**src/rtl/xcu_pkg.sv**
```systemverilog
package xcu_pkg;
  localparam int unsigned BYTE_W = 8;

  typedef logic [BYTE_W-1:0] byte_t;

  function automatic int unsigned byte_count(input int unsigned bits);
    return (bits + BYTE_W - 1) / BYTE_W;
  endfunction
endpackage

```
**src/rtl/xcu_rst_sync.sv**
```systemverilog
module xcu_rst_sync (
  input  logic clk,
  input  logic rst_n,
  output logic rst_sync_n
);
  logic [1:0] sync_q;
  logic [1:0] sync_d;

  always_comb begin
    sync_d = {sync_q[0], 1'b1};
  end

  always_ff @(posedge clk or negedge rst_n) begin
    if (!rst_n) begin
      sync_q <= 2'b00;
    end else begin
      sync_q <= sync_d;
    end
  end

  assign rst_sync_n = sync_q[1];
endmodule

```
**src/rtl/xcu_start_bank.sv**
```systemverilog
module xcu_start_bank
  import xcu_pkg::*;
#(
  parameter int unsigned CNT_W  = 24,
  parameter int unsigned ADDR_W = 2
) (
  input  logic              clk,
  input  logic              rst_n,
  input  logic              wr,
  input  logic [ADDR_W-1:0] addr,
  input  byte_t             wdata,
  output logic [CNT_W-1:0]  start_cnt,
  output logic              hi_written
);
  localparam int unsigned NB = byte_count(CNT_W);
  localparam logic [ADDR_W-1:0] HI_ADDR = ADDR_W'(NB - 1);

  for (genvar i = 0; i < NB; i++) begin : g_byte
    logic  wr_en;
    byte_t byte_q;
    byte_t byte_d;

    always_comb begin
      wr_en  = wr && (addr == ADDR_W'(i));
      byte_d = wr_en ? wdata : byte_q;
    end

    always_ff @(posedge clk or negedge rst_n) begin
      if (!rst_n) begin
        byte_q <= '0;
      end else if (wr_en) begin
        byte_q <= byte_d;
      end
    end

    assign start_cnt[i*BYTE_W +: BYTE_W] = byte_q;
  end

  logic hi_q;
  logic hi_d;

  always_comb begin
    hi_d = hi_q | (wr && (addr == HI_ADDR));
  end

  always_ff @(posedge clk or negedge rst_n) begin
    if (!rst_n) begin
      hi_q <= 1'b0;
    end else begin
      hi_q <= hi_d;
    end
  end

  assign hi_written = hi_q;
endmodule

```
**src/rtl/xcu_work_counter.sv**
```systemverilog
module xcu_work_counter #(
  parameter int unsigned             CNT_W     = 24,
  parameter int unsigned             DEC_W     = 16,
  parameter logic [CNT_W-1:0]        ZERO_LOAD = CNT_W'(32'h0001_0000)
) (
  input  logic             clk,
  input  logic             rst_n,
  input  logic             cmd_issue,
  input  logic             cmd_dma,
  input  logic [CNT_W-1:0] start_cnt,
  input  logic             dec_valid,
  input  logic [DEC_W-1:0] dec_amount,
  input  logic             pdma_push,
  input  logic             drq,
  output logic [CNT_W-1:0] cnt,
  output logic             tc
);
  localparam int unsigned SUM_W = CNT_W + 1;

  logic [CNT_W-1:0] cnt_q;
  logic [CNT_W-1:0] cnt_d;
  logic             cnt_en;
  logic             tc_q;
  logic             tc_d;
  logic             reload;
  logic             pdma_fire;
  logic [SUM_W-1:0] dec_total;
  logic             cnt_nz;

  always_comb begin
    cnt_nz    = (cnt_q != '0);
    reload    = cmd_issue && cmd_dma;
    pdma_fire = pdma_push && drq && cnt_nz;
    dec_total = (dec_valid ? SUM_W'(dec_amount) : '0) + SUM_W'(pdma_fire);

    if (reload) begin
      cnt_d = (start_cnt == '0) ? ZERO_LOAD : start_cnt;
    end else if (dec_total >= {1'b0, cnt_q}) begin
      cnt_d = '0;
    end else begin
      cnt_d = cnt_q - dec_total[CNT_W-1:0];
    end

    cnt_en = reload || (dec_total != '0);
    tc_d   = (tc_q && !cmd_issue) || (cnt_nz && (cnt_d == '0));
  end

  always_ff @(posedge clk or negedge rst_n) begin
    if (!rst_n) begin
      cnt_q <= '0;
    end else if (cnt_en) begin
      cnt_q <= cnt_d;
    end
  end

  always_ff @(posedge clk or negedge rst_n) begin
    if (!rst_n) begin
      tc_q <= 1'b0;
    end else begin
      tc_q <= tc_d;
    end
  end

  assign cnt = cnt_q;
  assign tc  = tc_q;
endmodule

```
**src/rtl/xcu_read_mux.sv**
```systemverilog
module xcu_read_mux
  import xcu_pkg::*;
#(
  parameter int unsigned CNT_W   = 24,
  parameter int unsigned ADDR_W  = 2,
  parameter byte_t       CHIP_ID = 8'hA2
) (
  input  logic [ADDR_W-1:0] addr,
  input  logic [CNT_W-1:0]  cnt,
  input  logic              hi_written,
  output byte_t             rdata
);
  localparam int unsigned NB = byte_count(CNT_W);
  localparam logic [ADDR_W-1:0] HI_ADDR = ADDR_W'(NB - 1);

  always_comb begin
    rdata = '0;
    for (int i = 0; i < NB; i++) begin
      if (addr == ADDR_W'(i)) begin
        rdata = cnt[i*BYTE_W +: BYTE_W];
      end
    end
    if ((addr == HI_ADDR) && !hi_written) begin
      rdata = CHIP_ID;
    end
  end
endmodule

```
**src/rtl/xfer_count_unit.sv**
```systemverilog
module xfer_count_unit
  import xcu_pkg::*;
#(
  parameter int unsigned      CNT_W     = 24,
  parameter int unsigned      ADDR_W    = 2,
  parameter int unsigned      DEC_W     = 16,
  parameter logic [7:0]       CHIP_ID   = 8'hA2,
  parameter logic [CNT_W-1:0] ZERO_LOAD = CNT_W'(32'h0001_0000)
) (
  input  logic              clk,
  input  logic              rst_n,
  input  logic              reg_wr,
  input  logic [ADDR_W-1:0] reg_addr,
  input  logic [7:0]        reg_wdata,
  output logic [7:0]        reg_rdata,
  input  logic              cmd_issue,
  input  logic              cmd_dma,
  input  logic              dec_valid,
  input  logic [DEC_W-1:0]  dec_amount,
  input  logic              pdma_push,
  input  logic              drq,
  output logic              tc_flag
);
  logic             rst_sync_n;
  logic [CNT_W-1:0] start_cnt;
  logic [CNT_W-1:0] work_cnt;
  logic             hi_written;

  xcu_rst_sync u_rst (
    .clk        (clk),
    .rst_n      (rst_n),
    .rst_sync_n (rst_sync_n)
  );

  xcu_start_bank #(
    .CNT_W  (CNT_W),
    .ADDR_W (ADDR_W)
  ) u_start (
    .clk        (clk),
    .rst_n      (rst_sync_n),
    .wr         (reg_wr),
    .addr       (reg_addr),
    .wdata      (reg_wdata),
    .start_cnt  (start_cnt),
    .hi_written (hi_written)
  );

  xcu_work_counter #(
    .CNT_W     (CNT_W),
    .DEC_W     (DEC_W),
    .ZERO_LOAD (ZERO_LOAD)
  ) u_cnt (
    .clk        (clk),
    .rst_n      (rst_sync_n),
    .cmd_issue  (cmd_issue),
    .cmd_dma    (cmd_dma),
    .start_cnt  (start_cnt),
    .dec_valid  (dec_valid),
    .dec_amount (dec_amount),
    .pdma_push  (pdma_push),
    .drq        (drq),
    .cnt        (work_cnt),
    .tc         (tc_flag)
  );

  xcu_read_mux #(
    .CNT_W   (CNT_W),
    .ADDR_W  (ADDR_W),
    .CHIP_ID (CHIP_ID)
  ) u_rd (
    .addr       (reg_addr),
    .cnt        (work_cnt),
    .hi_written (hi_written),
    .rdata      (reg_rdata)
  );
endmodule

```
**config.mk**
```make
export PLATFORM = sky130hd
export DESIGN_NAME = xfer_count_unit
export DESIGN_NICKNAME = d
export VERILOG_FILES = /design/src/rtl/xcu_pkg.sv /design/src/rtl/xcu_rst_sync.sv /design/src/rtl/xcu_start_bank.sv /design/src/rtl/xcu_work_counter.sv /design/src/rtl/xcu_read_mux.sv /design/src/rtl/xfer_count_unit.sv
export SDC_FILE = /design/constraint.sdc
export NUM_CORES = 1
export LEC_CHECK = 0
export CAP_MARGIN = 20
export CORE_MARGIN = 2
export CORE_UTILIZATION = 65
export CTS_CLUSTER_SIZE = 40
export DETAILED_ROUTE_END_ITERATION = 7
export DONT_BUFFER_PORTS = 1
export HOLD_SLACK_MARGIN = 0.15
export MAX_ROUTING_LAYER = met4
export PLACE_DENSITY_LB_ADDON = 0.08
export REMOVE_ABC_BUFFERS = 1
export SETUP_SLACK_MARGIN = 0.2
export SLEW_MARGIN = 20
export SYNTH_ARGS = -nofsm -noshare
export SYNTH_HDL_FRONTEND = slang
export SYNTH_SLANG_ARGS = --single-unit
```
**constraint.sdc**
```tcl
create_clock -name clk -period 2.1 [get_ports clk]
set_input_delay 0.42 -clock clk [delete_from_list [all_inputs] [get_ports clk]]
set_output_delay 0.42 -clock clk [all_outputs]
set_load 0.02 [all_outputs]
```
==> results of run 1 <==
==> stage by stage <==
| stage | cells | setup WS (ns) | hold WS, ns | setup TNS, ns | util [%] |
|---|---|---|---|---|---|
| floorplan | 506 | -3.26 | 0.124 | -77.27 | - |
| global placement | 740 | -3.05 | 0.124 | -66.11 | 84.6 |
| detailed placement | 740 | -3.23 | 0.124 | -69.63 | 84.6 |
| CTS | 767 | -2.81 | 0.223 | -67.82 | 92.7 |
==> kinds of logic after synthesis <==
group,synth area share [%]
XOR/XNOR,4.47
flip-flops,28.9
buffers and inverters,4.95
adder cells (fa/ha/maj),8.78
AND/OR/NAND/NOR,23.1
AO/OA/AOI/OAI,20.8
multiplexers,8.97
other,0.0833
==> synth_stat cells, types with 4 or more instances <==
cell	count
buf_2	4
o21ai_1	4
o22ai_1	4
nand2_1	53
and2_1	7
dfrtp_1	52
mux2_2	27
xor2_1	9
nor4_1	10
a31oi_1	5
nand4_1	12
nor2b_1	5
a221oi_1	4
ha_1	30
a211oi_1	8
nor3_1	14
and3_1	13
a22oi_1	4
xnor2_1	14
nand3_1	17
inv_1	38
clkbuf_1	12
o21ai_0	26
a21boi_0	4
nor2_1	31
a21oi_1	29
o21a_1	6
mux2i_1	10
nand2b_1	5
==> repair_timing <==
| action | in CTS |
|---|---|
| buffers inserted | 19 |
| hold buffers | 1 |
| endpoints found under the hold margin | 2 |
| resized for setup | 55 |
| pin swaps | 28 |
| endpoints found under the setup margin | 30 |
==> flow_summary.ini, run 1 <==
[outcome]
status = aborted with a tool error
lastStage = global routing (5_1_grt)
error = [ERROR DPL-0038] Utilization greater than 100%, impossible to legalize

[synth]
yosysTopAreaCellShare_pct = 28.9
synth_seq_cells = 52
async_flop_share_pct = 100
yosys_warnings = 0
synth-edff-count = 0
synthTopCellsByArea = dfrtp_1, ha_1, mux2_2, nand2_1, a21oi_1
syn_avg_cell_area_um2 = 8.59
syn_area_um2 = 4500
synth_cell_types = 70
syn_inst = 524
synth_ff_type = dfrtp_1
yosysTopAreaCell = dfrtp_1
yosysSeqAreaShare_pct = 28.9

[cts]
clock_path_buffers = 2
ctsHtreeMaxLevel = 2
clock-root-buffer = clkbuf_8
cts_inserted_buffers = 5
cts.sinks = 52

[sta]
worstEpCategory = sequential cell input
grt_worst_setup_endpoint = u_cnt.tc$_DFF_PN0_/D

[die]
die_x_um = 87.2
fp-row-count = 30
initial_core_util_pct = 66.6
io_pins = 43
fp.dieH_um = 87.2

[place]
gp_congestion = 0.998
port_buffers = 0
dpl_cell_area_um2 = 5710
dpl.hpwl_um = 12700

[global_route]
grt_start_max_net_pins = 32
==> run 2, diff against run 1 <==
- CORE_UTILIZATION: 65 -> 40
- CTS_CLUSTER_SIZE: 40 -> unset
- HOLD_SLACK_MARGIN: 0.15 -> unset
- MAX_ROUTING_LAYER: met4 -> unset
- PLACE_DENSITY_LB_ADDON: 0.08 -> 0.15
- SETUP_SLACK_MARGIN: 0.2 -> unset
==> run 2 against run 1 <==
Against the previous run:
- the flow now finishes, with violations (setup timing)
- synthesized area did not move
- synthesized cell count did not move
==> flow_summary.ini, run 2 <==
[outcome]
status = finished with violations
violations = setup timing

[sta]
min_period_ns = 5.07
max_freq_mhz = 197
skew_ns = 0.00662
setup_viol = 25
layout_setup_ws_ns = -2.97
tightest_slew_ns = 0.884
period_share_pct = 241
slew_headroom_pct = 40.4
drv_slew = 0
rsz0062_at_grt = yes
hold_viol = 0

[global_route]
overflow = 0
grt_pass1_vias = 5013
grt_start_max_net_pins = 51
antenna_found_initial = 0
track_usage_pct = 28.4
grt_pass1_wl_um = 26300

[die]
io_pins = 43
die_x_um = 110
initial_core_util_pct = 41.2
fp.dieH_um = 110
dieArea_um2 = 12100
fp-row-count = 38
core-area_um2 = 10900

[cts]
clk_pin_slew_ns = 0.07
clock_path_buffers = 2
clock_latency_ns = 0.29
cts_tree = yes
ctsHtreeMaxLevel = 2
cts.sinks = 52
clock-root-buffer = clkbuf_16
cts_inserted_buffers = 5

[cells_and_area]
layout_commonest_cell = buf_4
n_fill_cell = 899
fin_nets = 777
layout-drive-gt1-share_pct = 49.8
antenna_cells = 0
final_util_pct = 65.6
syn_to_final_growth_pct = 59.2
layout_common_cells = buf_4, dfrtp_1, nand2_1, inv_1, nor2_1

[drt]
vias_per_cell = 5.83
drc = 0
drt_wl_total_um = 17400
drtAntennaViolNets = 0
vias = 4972
drt_iter0_drc = 336
wl_per_cell_um = 20.4
dr.pass1.iters = 5

[worst_setup_path]
critPathCaptureType = register
ff2ff_setup_slack_ns = -2.97
worstSetupPathType = register to register
r2r_end = u_cnt.tc
reg2reg_depth = 24
cp_max_fo = 6
cp_data_arrival_time_ns = 5.31
r2r-start = u_cnt.cnt[19]
cp-start-kind = register
crit_required_ns = 2.34

[pwr]
combPwrFrac_pct = 75.2
power_frac_seq_pct = 15.7
p_total_mw = 10.2
leakagePower_nw = 3.19
sw_frac_of_total_pct = 42.9
power.switching_mw = 4.38
power.clock.fraction_pct = 9.1
power_density_nw_per_um2 = 1430
ir_drop_uv = 733
internal_power_mw = 5.84

[synth]
syn_inst = 524
syn_avg_cell_area_um2 = 8.59
yosysTopAreaCell = dfrtp_1
yosysTopAreaCellShare_pct = 28.9
synth-edff-count = 0
post-synth-top-count-cell = nand2_1
synth_ff_type = dfrtp_1
synth_cell_types = 70
synth_commonest_cells = nand2_1, dfrtp_1, inv_1
async_flop_share_pct = 100
synthTopCellsByArea = dfrtp_1, ha_1, mux2_2, nand2_1, a21oi_1
yosysSeqAreaShare_pct = 28.9
synth_seq_cells = 52
yosys_warnings = 0
syn_area_um2 = 4500

[place]
pre_cts_ws_ns = -3.46
port_buffers = 0
dpl.hpwl_um = 12700
gp_congestion = 0.997

[hold_path]
hold_path_class = register to asynchronous set/reset pin

[job]
drv_cap = 0
## run 2: cell counts after synthesis
Identical to the previous run, type by type.
## run 2: final cells by class
class | instances | area [um^2] | share of cell area [%]
Timing Repair Buffer | 199 | 1610 | 22.4
Tap cell | 140 | 175 | 2.44
Multi-Input combinational cell | 416 | 3780 | 52.7
Sequential cell | 52 | 1300 | 18.2
Clock buffer | 5 | 125 | 1.74
Inverter | 38 | 143 | 1.99
Clock inverter | 3 | 42.5 | 0.593
## run 2: logic make-up after synthesis
family	count (synthesis)	synth area share [%]
multiplexers	37	8.97
flip-flops	52	28.9
AND/OR/NAND/NOR	190	23.1
other	1	0.0833
XOR/XNOR	23	4.47
buffers and inverters	56	4.95
AO/OA/AOI/OAI	134	20.8
adder cells (fa/ha/maj)	31	8.78
## run 2: timing repair
| item | 4_1_cts | 5_1_grt |
|---|---|---|
| endpoints found under the setup margin | 25 | 25 |
| pin swaps | 57 | 49 |
| gates resized for setup | 111 | 63 |
| buffers inserted | 32 | 13 |
| hold buffers | 1 | 0 |
| endpoints found under the hold margin | 2 | 0 |
| gates cloned | 1 | 1 |
## run 2: how the worst max path moves through the flow
stage / startpoint / end / slack [ns]
2_1_floorplan: u_cnt.cnt[19] / u_cnt.tc / -3.26
3_3_place_gp: u_cnt.cnt[19] / u_cnt.tc / -3.37
3_5_place_dp: u_cnt.cnt[19] / u_cnt.tc / -3.46
4_1_cts: u_cnt.cnt[18] / u_cnt.tc / -2.88
5_1_grt: u_cnt.cnt[19] / u_cnt.tc / -3.16
6_report: u_cnt.cnt[19] / u_cnt.tc / -2.97
## run 2: metrics by stage
stage          cells  instance area [um^2]  TNS, ns  hold WS [ns]
6_report         853                  7170   -64.89         0.253
5_1_grt          853                  7170   -68.17         0.269
4_1_cts          841                  6730   -63.60         0.267
3_5_place_dp     803                  5810   -73.17         0.124
3_3_place_gp     803                  5810   -70.78         0.124
2_1_floorplan    506                  4420   -77.27         0.124
## run 2: critical path: stages (launching register included)
cell and delay (ns):
dfrtp_1 0.39, or3_4 0.39, or3_4 0.35, nor3_4 0.16, buf_6 0.13, nand2_4 0.05, and3_4 0.20, ha_4 0.16
ha_4 0.16, nand4_4 0.13, buf_4 0.13, nor3_2 0.04, o21a_2 0.24, ha_4 0.30, nand4_1 0.13, or4_1 0.44
o21ai_1 0.10, o31a_1 0.23, o21a_2 0.22, nor2_4 0.08, buf_6 0.17, a221oi_4 0.26, nand4_1 0.13, and4b_1 0.28
a22o_1 0.12
## run 2: power by group through the flow
stage	sequential, mW	clock (mW)	combinational (mW)
3_3_place_gp	1.55	0	5.82
4_1_cts	1.56	0.946	6.77
6_report	1.60	0.935	7.68
3_5_place_dp	1.57	0	5.81
2_1_floorplan	1.62	0	2.86
5_1_grt	1.63	0.981	8.16
## run 2: per-layer routing
metal | vias to the layer above | wire (um) | global-route usage (%)
met5 | - | 0 | 0
met4 | 0 | 498 | 8.75
met3 | 38 | 1150 | 3.53
met2 | 202 | 8580 | 50.1
met1 | 2428 | 7190 | 36.3
li1 | 2304 | - | -
Power figures use the tool's default switching activity.
==> run 3, diff against run 2 <==
- REMOVE_ABC_BUFFERS: 1 -> unset
==> run 3 against run 2 <==
Against the previous run:
- the run still ends with setup timing left
- final cell count shrank 0.23%
- hold slack gained 0.021 ns
- die area is the same
- worst setup slack gained 0.16 ns
- critical path type unchanged
- critical endpoint unchanged
- largest cell class unchanged
==> flow_summary.ini, run 3 (same netlist as run 2, synthesis figures left out) <==
[sta]
slew_headroom_pct = 38.8
period_share_pct = 234
rsz0062_at_grt = yes
hold_viol = 0
tightest_slew_ns = 0.909
hold_slack_ns = 0.274
setup_viol = 25
min_period_ns = 4.91
drv_slew = 0
max_freq_mhz = 204
skew_ns = 0.00715
layout_setup_ws_ns = -2.81

[place]
gp_congestion = 0.962
port_buffers = 0
pre_cts_ws_ns = -2.88
dpl.hpwl_um = 12700

[drt]
drtAntennaViolNets = 0
vias_per_cell = 5.74
drc = 0
dr.pass1.iters = 5
drt_iter0_drc = 322
wl_per_cell_um = 20.4
drt_wl_total_um = 17400
vias = 4882

[pwr]
leakagePower_nw = 3.22
power_density_nw_per_um2 = 1380
ir_drop_uv = 895

[cts]
cts_inserted_buffers = 5
ctsHtreeMaxLevel = 2
clk_pin_slew_ns = 0.07
clock_latency_ns = 0.29
cts.sinks = 52
cts_tree = yes
clock_path_buffers = 2
clock-root-buffer = clkbuf_16

[cells_and_area]
antenna_cells = 0
layout_commonest_cell = buf_4
syn_to_final_growth_pct = 60.7
regArea_um2 = 1300
n_fill_cell = 881
fin_nets = 775
layout_common_cells = buf_4, dfrtp_1, nand2_1, inv_1, nor2_1
layout-drive-gt1-share_pct = 50.4
multi_input_area_um2 = 3770

[global_route]
grt_start_max_net_pins = 51
overflow = 0
grt_pass1_wl_um = 26400
grt_pass1_vias = 4886
track_usage_pct = 28.9
antenna_found_initial = 0

[worst_setup_path]
crit_required_ns = 2.34
worstSetupPathType = register to register
critPathCaptureType = register
critPathMaxStageDelay_ns = 0.42
crit_chain = nor4_2, buf_4, nand4_1, nor4_2, nand2_2, and3_4, ha_4, ha_4, nand4_4, buf_4, xnor2_4, inv_2, ha_4, o21a_1, o31ai_2, a21boi_0, o21bai_1, a31oi_1, xnor2_1, nand4b_1, a2111oi_4, nand4_1, and4b_1, a22o_1
cp_data_arrival_time_ns = 5.15
cp_slowest_cell = dfrtp_1
timing.critical_path.mode_cell = ha_4
cp-start-kind = register
cp_max_fo = 7

[job]
drv_cap = 0

[hold_path]
hold_path_class = primary input to register

[die]
die_x_um = 110
fp.dieH_um = 110
initial_core_util_pct = 41.2
core-area_um2 = 10900
dieArea_um2 = 12100
io_pins = 43
fp-row-count = 38

[outcome]
violations = setup timing
status = finished with violations

[synth]
syn_nets = 589
==> run 3: layer usage <==
metal  share of wire [%]  track usage, %
met5                   0               0
met4                 1.6            5.80
met3                 5.4            3.23
met2                  49            50.1
met1                  44            39.0
==> run 3: worst paths after layout <==
| kind | cells past startpoint | start | slack, ns | endpoint |
|---|---|---|---|---|
| setup / recovery | 24 | u_cnt.cnt[13] | -2.81 | u_cnt.tc |
| setup reg to reg | 24 | u_cnt.cnt[13] | -2.81 | u_cnt.tc |
| min in group asynchronous | 1 | rst_n | 0.35 | u_rst.sync_q[0] |
| hold reg to reg | 0 | u_rst.sync_q[0] | 0.36 | u_rst.sync_q[1] |
| hold / removal | 1 | reg_wdata[0] | 0.27 | u_start.g_byte[2].byte_q[0] |
| max in group asynchronous | 1 | u_rst.sync_q[1] | 1.29 | u_cnt.cnt[0] |
==> run 3: area by class of cell <==
type / count / area share (%)
repair buffers: 197 / 23.4
flip-flops and latches: 52 / 18.0
well taps: 140 / 2.42
multi-input cells: 416 / 52.1
clock buffers: 6 / 1.92
clock inverters: 2 / 0.207
inverters: 38 / 1.97
==> run 3: critical path, delay by kind of cell, from the launching register on <==
family	cells	cell delay, ns
buffers and inverters	3	0.40
flip-flops	1	0.42
AO/OA/AOI/OAI	7	1.19
adder cells (fa/ha/maj)	3	0.63
XOR/XNOR	2	0.32
AND/OR/NAND/NOR	9	1.89
==> run 3: power breakdown <==
| part | switching (mW) | total (mW) | leakage [nW] | internal [mW] |
|---|---|---|---|---|
| registers | 0.266 | 1.60 | 0.621 | 1.34 |
| clock network | 0.373 | 0.848 | 0.0691 | 0.475 |
| logic | 3.68 | 7.54 | 2.53 | 3.86 |
| total | 4.32 | 9.99 | 3.22 | 5.67 |
==> run 3: metrics by stage <==
stage | total power, mW | instances | TNS, ns | instance area [um^2] | util, %
2_1_floorplan | 4.82 | 524 | -54.37 | 4720 | -
3_3_place_gp | 7.57 | 807 | -62.70 | 6040 | 55.2
3_5_place_dp | 7.58 | 807 | -63.39 | 6040 | 55.2
4_1_cts | 9.19 | 845 | -60.45 | 6980 | 63.8
5_1_grt | 10.6 | 851 | -66.89 | 7240 | 66.2
6_report | 9.99 | 851 | -62.25 | 7240 | 66.2
==> run 3: repair_timing <==
action | CTS | global route
pin swaps | 47 | 29
gates cloned | 4 | 0
endpoints found under the hold margin | 2 | 0
resized for setup | 98 | 55
buffers inserted | 48 | 13
setup endpoints to repair | 25 | 25
hold buffers | 1 | 0
==> run 4, diff against run 3 <==
- ABC_AREA: unset -> 1
==> run 4 against run 3 <==
Against the previous run:
- the flow still finishes with violations (setup timing)
- flip-flop and latch count unchanged
- synthesized cell count up 46%
- non-clock buffer count up 1
- final cell count up 29%
- combinational power up 5.3%
- clock power down 6.7%
- critical endpoint unchanged
- largest power group unchanged
==> flow_summary.ini, run 4 <==
[drt]
drt_wl_total_um = 17700
drtAntennaViolNets = 0
drt_iter0_drc = 349
drc = 0
vias = 5782
dr.pass1.iters = 5
vias_per_cell = 5.26
wl_per_cell_um = 16.1

[place]
pre_cts_ws_ns = -2.19
port_buffers = 0
gp_congestion = 1.01
dpl_cell_area_um2 = 6450
dpl.hpwl_um = 14100
dp.cells = 1071

[sta]
hold_viol = 0
tightest_slew_ns = 0.565
slew_headroom_pct = 62.3
skew_ns = 0.00394
min_period_ns = 4.10
layout_setup_ws_ns = -2.00
setup_viol = 25
drv_slew = 0
period_share_pct = 195
max_freq_mhz = 244
rsz0062_at_grt = yes

[worst_setup_path]
crit_required_ns = 2.33
cp_data_arrival_time_ns = 4.33
worstSetupEndpoint = u_cnt.tc
cp-start-kind = register
reg2reg_depth = 31
timing.critical_path.mode_cell = nor2_1
cp-startpoint = u_cnt.cnt[22]
critPathCaptureType = register
r2r_end = u_cnt.tc
cp_slowest_cell = dfrtp_1
critPathMaxStageDelay_ns = 0.38
ff2ff_setup_slack_ns = -2.00
cp_max_fo = 5
r2r-start = u_cnt.cnt[22]
worstSetupPathType = register to register

[pwr]
leakagePower_nw = 3.91
sw_frac_of_total_pct = 46.3
combPwrFrac_pct = 77.3
power_frac_seq_pct = 15.0
ir_drop_uv = 643
p_total_mw = 10.3
power_density_nw_per_um2 = 1370
internal_power_mw = 5.52
power.clock.fraction_pct = 7.7
power.switching_mw = 4.76

[synth]
synth_seq_cells = 52
syn_inst = 764
yosysSeqAreaShare_pct = 27.1
syn_avg_cell_area_um2 = 6.28
post-synth-top-count-cell = nand2_1
synthTopCellsByArea = dfrtp_1, nand2_1, inv_1, ha_1, nand3_1
syn_area_um2 = 4790
yosysTopAreaCellShare_pct = 27.1
yosysTopAreaCell = dfrtp_1
async_flop_share_pct = 100
synth-edff-count = 0
synth_commonest_cells = nand2_1, inv_1, nand3_1
synth_cell_types = 40
yosys_warnings = 0
syn_nets = 829
synth_ff_type = dfrtp_1

[die]
dieArea_um2 = 12900
initial_core_util_pct = 41.5
fp-row-count = 39
io_pins = 43
fp.dieH_um = 113
die_x_um = 113
core-area_um2 = 11600

[cells_and_area]
postLayoutCellArea_um2 = 7480
layout-drive-gt1-share_pct = 39.6
layout_common_cells = nand2_1, buf_4, inv_1, nand2_2, dfrtp_1
final_util_pct = 64.7
syn_to_final_growth_pct = 56.1
fin_nets = 1020
layout.cells.non_filler = 1099
layout_commonest_cell = nand2_1
antenna_cells = 0

[cts]
clock-root-buffer = clkbuf_16
clock_latency_ns = 0.29
cts_inserted_buffers = 5
ctsHtreeMaxLevel = 2
cts.sinks = 52
clk_pin_slew_ns = 0.06
clock_path_buffers = 2
cts_tree = yes

[global_route]
grt_start_max_net_pins = 49
grt_pass1_vias = 5754
antenna_found_initial = 0
track_usage_pct = 27.6
overflow = 0
grt_pass1_wl_um = 28500

[hold_path]
hold_path_class = register to asynchronous set/reset pin

[job]
drv_cap = 0

[outcome]
violations = setup timing
status = finished with violations
-- run 4: changes by cell type after synthesis, sizes merged, moves of 7 or more --
| cell | delta |
|---|---|
| o21ai | +26 |
| inv | +86 |
| mux2 | -27 |
| nor2 | +43 |
| mux2i | -10 |
| xnor2 | -10 |
| and3 | -13 |
| nand4 | +8 |
| and2 | -7 |
| nand3 | +55 |
| nor3 | -8 |
| nand2 | +186 |
-- run 4: what timing repair did --
item,in CTS,in global routing
setup buffers,10,11
setup endpoints to repair,25,25
endpoints found under the hold margin,2,0
resized for setup,86,88
hold buffers,1,0
pin swaps,32,37
-- run 4: worst min path at each step --
stage	start	to	slack, ns	cells past startpoint
finish	u_rst.sync_q[1]	u_cnt.cnt[2]	0.26	0
global route	cmd_issue	u_cnt.tc	0.30	3
CTS	u_rst.sync_q[1]	u_cnt.cnt[2]	0.28	0
detailed placement	rst_n	u_rst.sync_q[1]	0.12	0
global placement	rst_n	u_rst.sync_q[1]	0.12	0
floorplan	rst_n	u_rst.sync_q[0]	0.12	0
-- run 4: layout make-up --
class | count | area, um^2
sequential | 52 | 1300
multi-input combinational | 574 | 3780
clock inverter | 1 | 8.76
fill | 1005 | 4080
clock buffer | 7 | 133
tap | 143 | 179
inverter | 124 | 468
timing repair buffer | 198 | 1610
-- run 4: kinds of logic (layout without fill, tap and decap cells) --
group           Yosys count  in the layout  synth area share [%]
other cells               1              1                0.0782
simple gates            432            432                  40.0
xor+xnor                  7              7                  1.44
fa+ha+maj                31             31                  8.25
compound gates          103            103                  11.8
flops                    52             52                  27.1
buf+inv                 138            330                  11.3
-- run 4: metal layers --
layer | GRT usage [%] | up-vias | share of wire, %
met5 | 0 | - | 0
met4 | 6.83 | 0 | 2.1
met3 | 2.23 | 30 | 4.7
met2 | 49.5 | 175 | 49
met1 | 36.3 | 2725 | 44
li1 | - | 2852 | -
-- run 4: metrics by stage --
| step | hold WS (ns) | setup TNS, ns |
|---|---|---|
| 6_report | 0.263 | -42.43 |
| 5_1_grt | 0.300 | -48.34 |
| 4_1_cts | 0.283 | -42.00 |
| 3_5_place_dp | 0.124 | -46.96 |
| 3_3_place_gp | 0.125 | -44.01 |
| 2_1_floorplan | 0.124 | -28.81 |
-- run 4: worst max-delay path: cells and delay by family (launching register included) --
family	cells	cell delay, ns
compound gates	2	0.39
fa+ha+maj	2	0.47
buf+inv	2	0.16
flops	1	0.38
simple gates	25	2.61
-- run 4: power by group through the flow --
stage	Clock, mW	Combinational, mW	Sequential (mW)
after floorplan	0	3.08	1.57
after global placement	0	6.22	1.52
after detailed placement	0	6.28	1.53
after CTS	0.803	6.99	1.52
after global routing	0.841	8.55	1.59
final	0.791	7.94	1.54
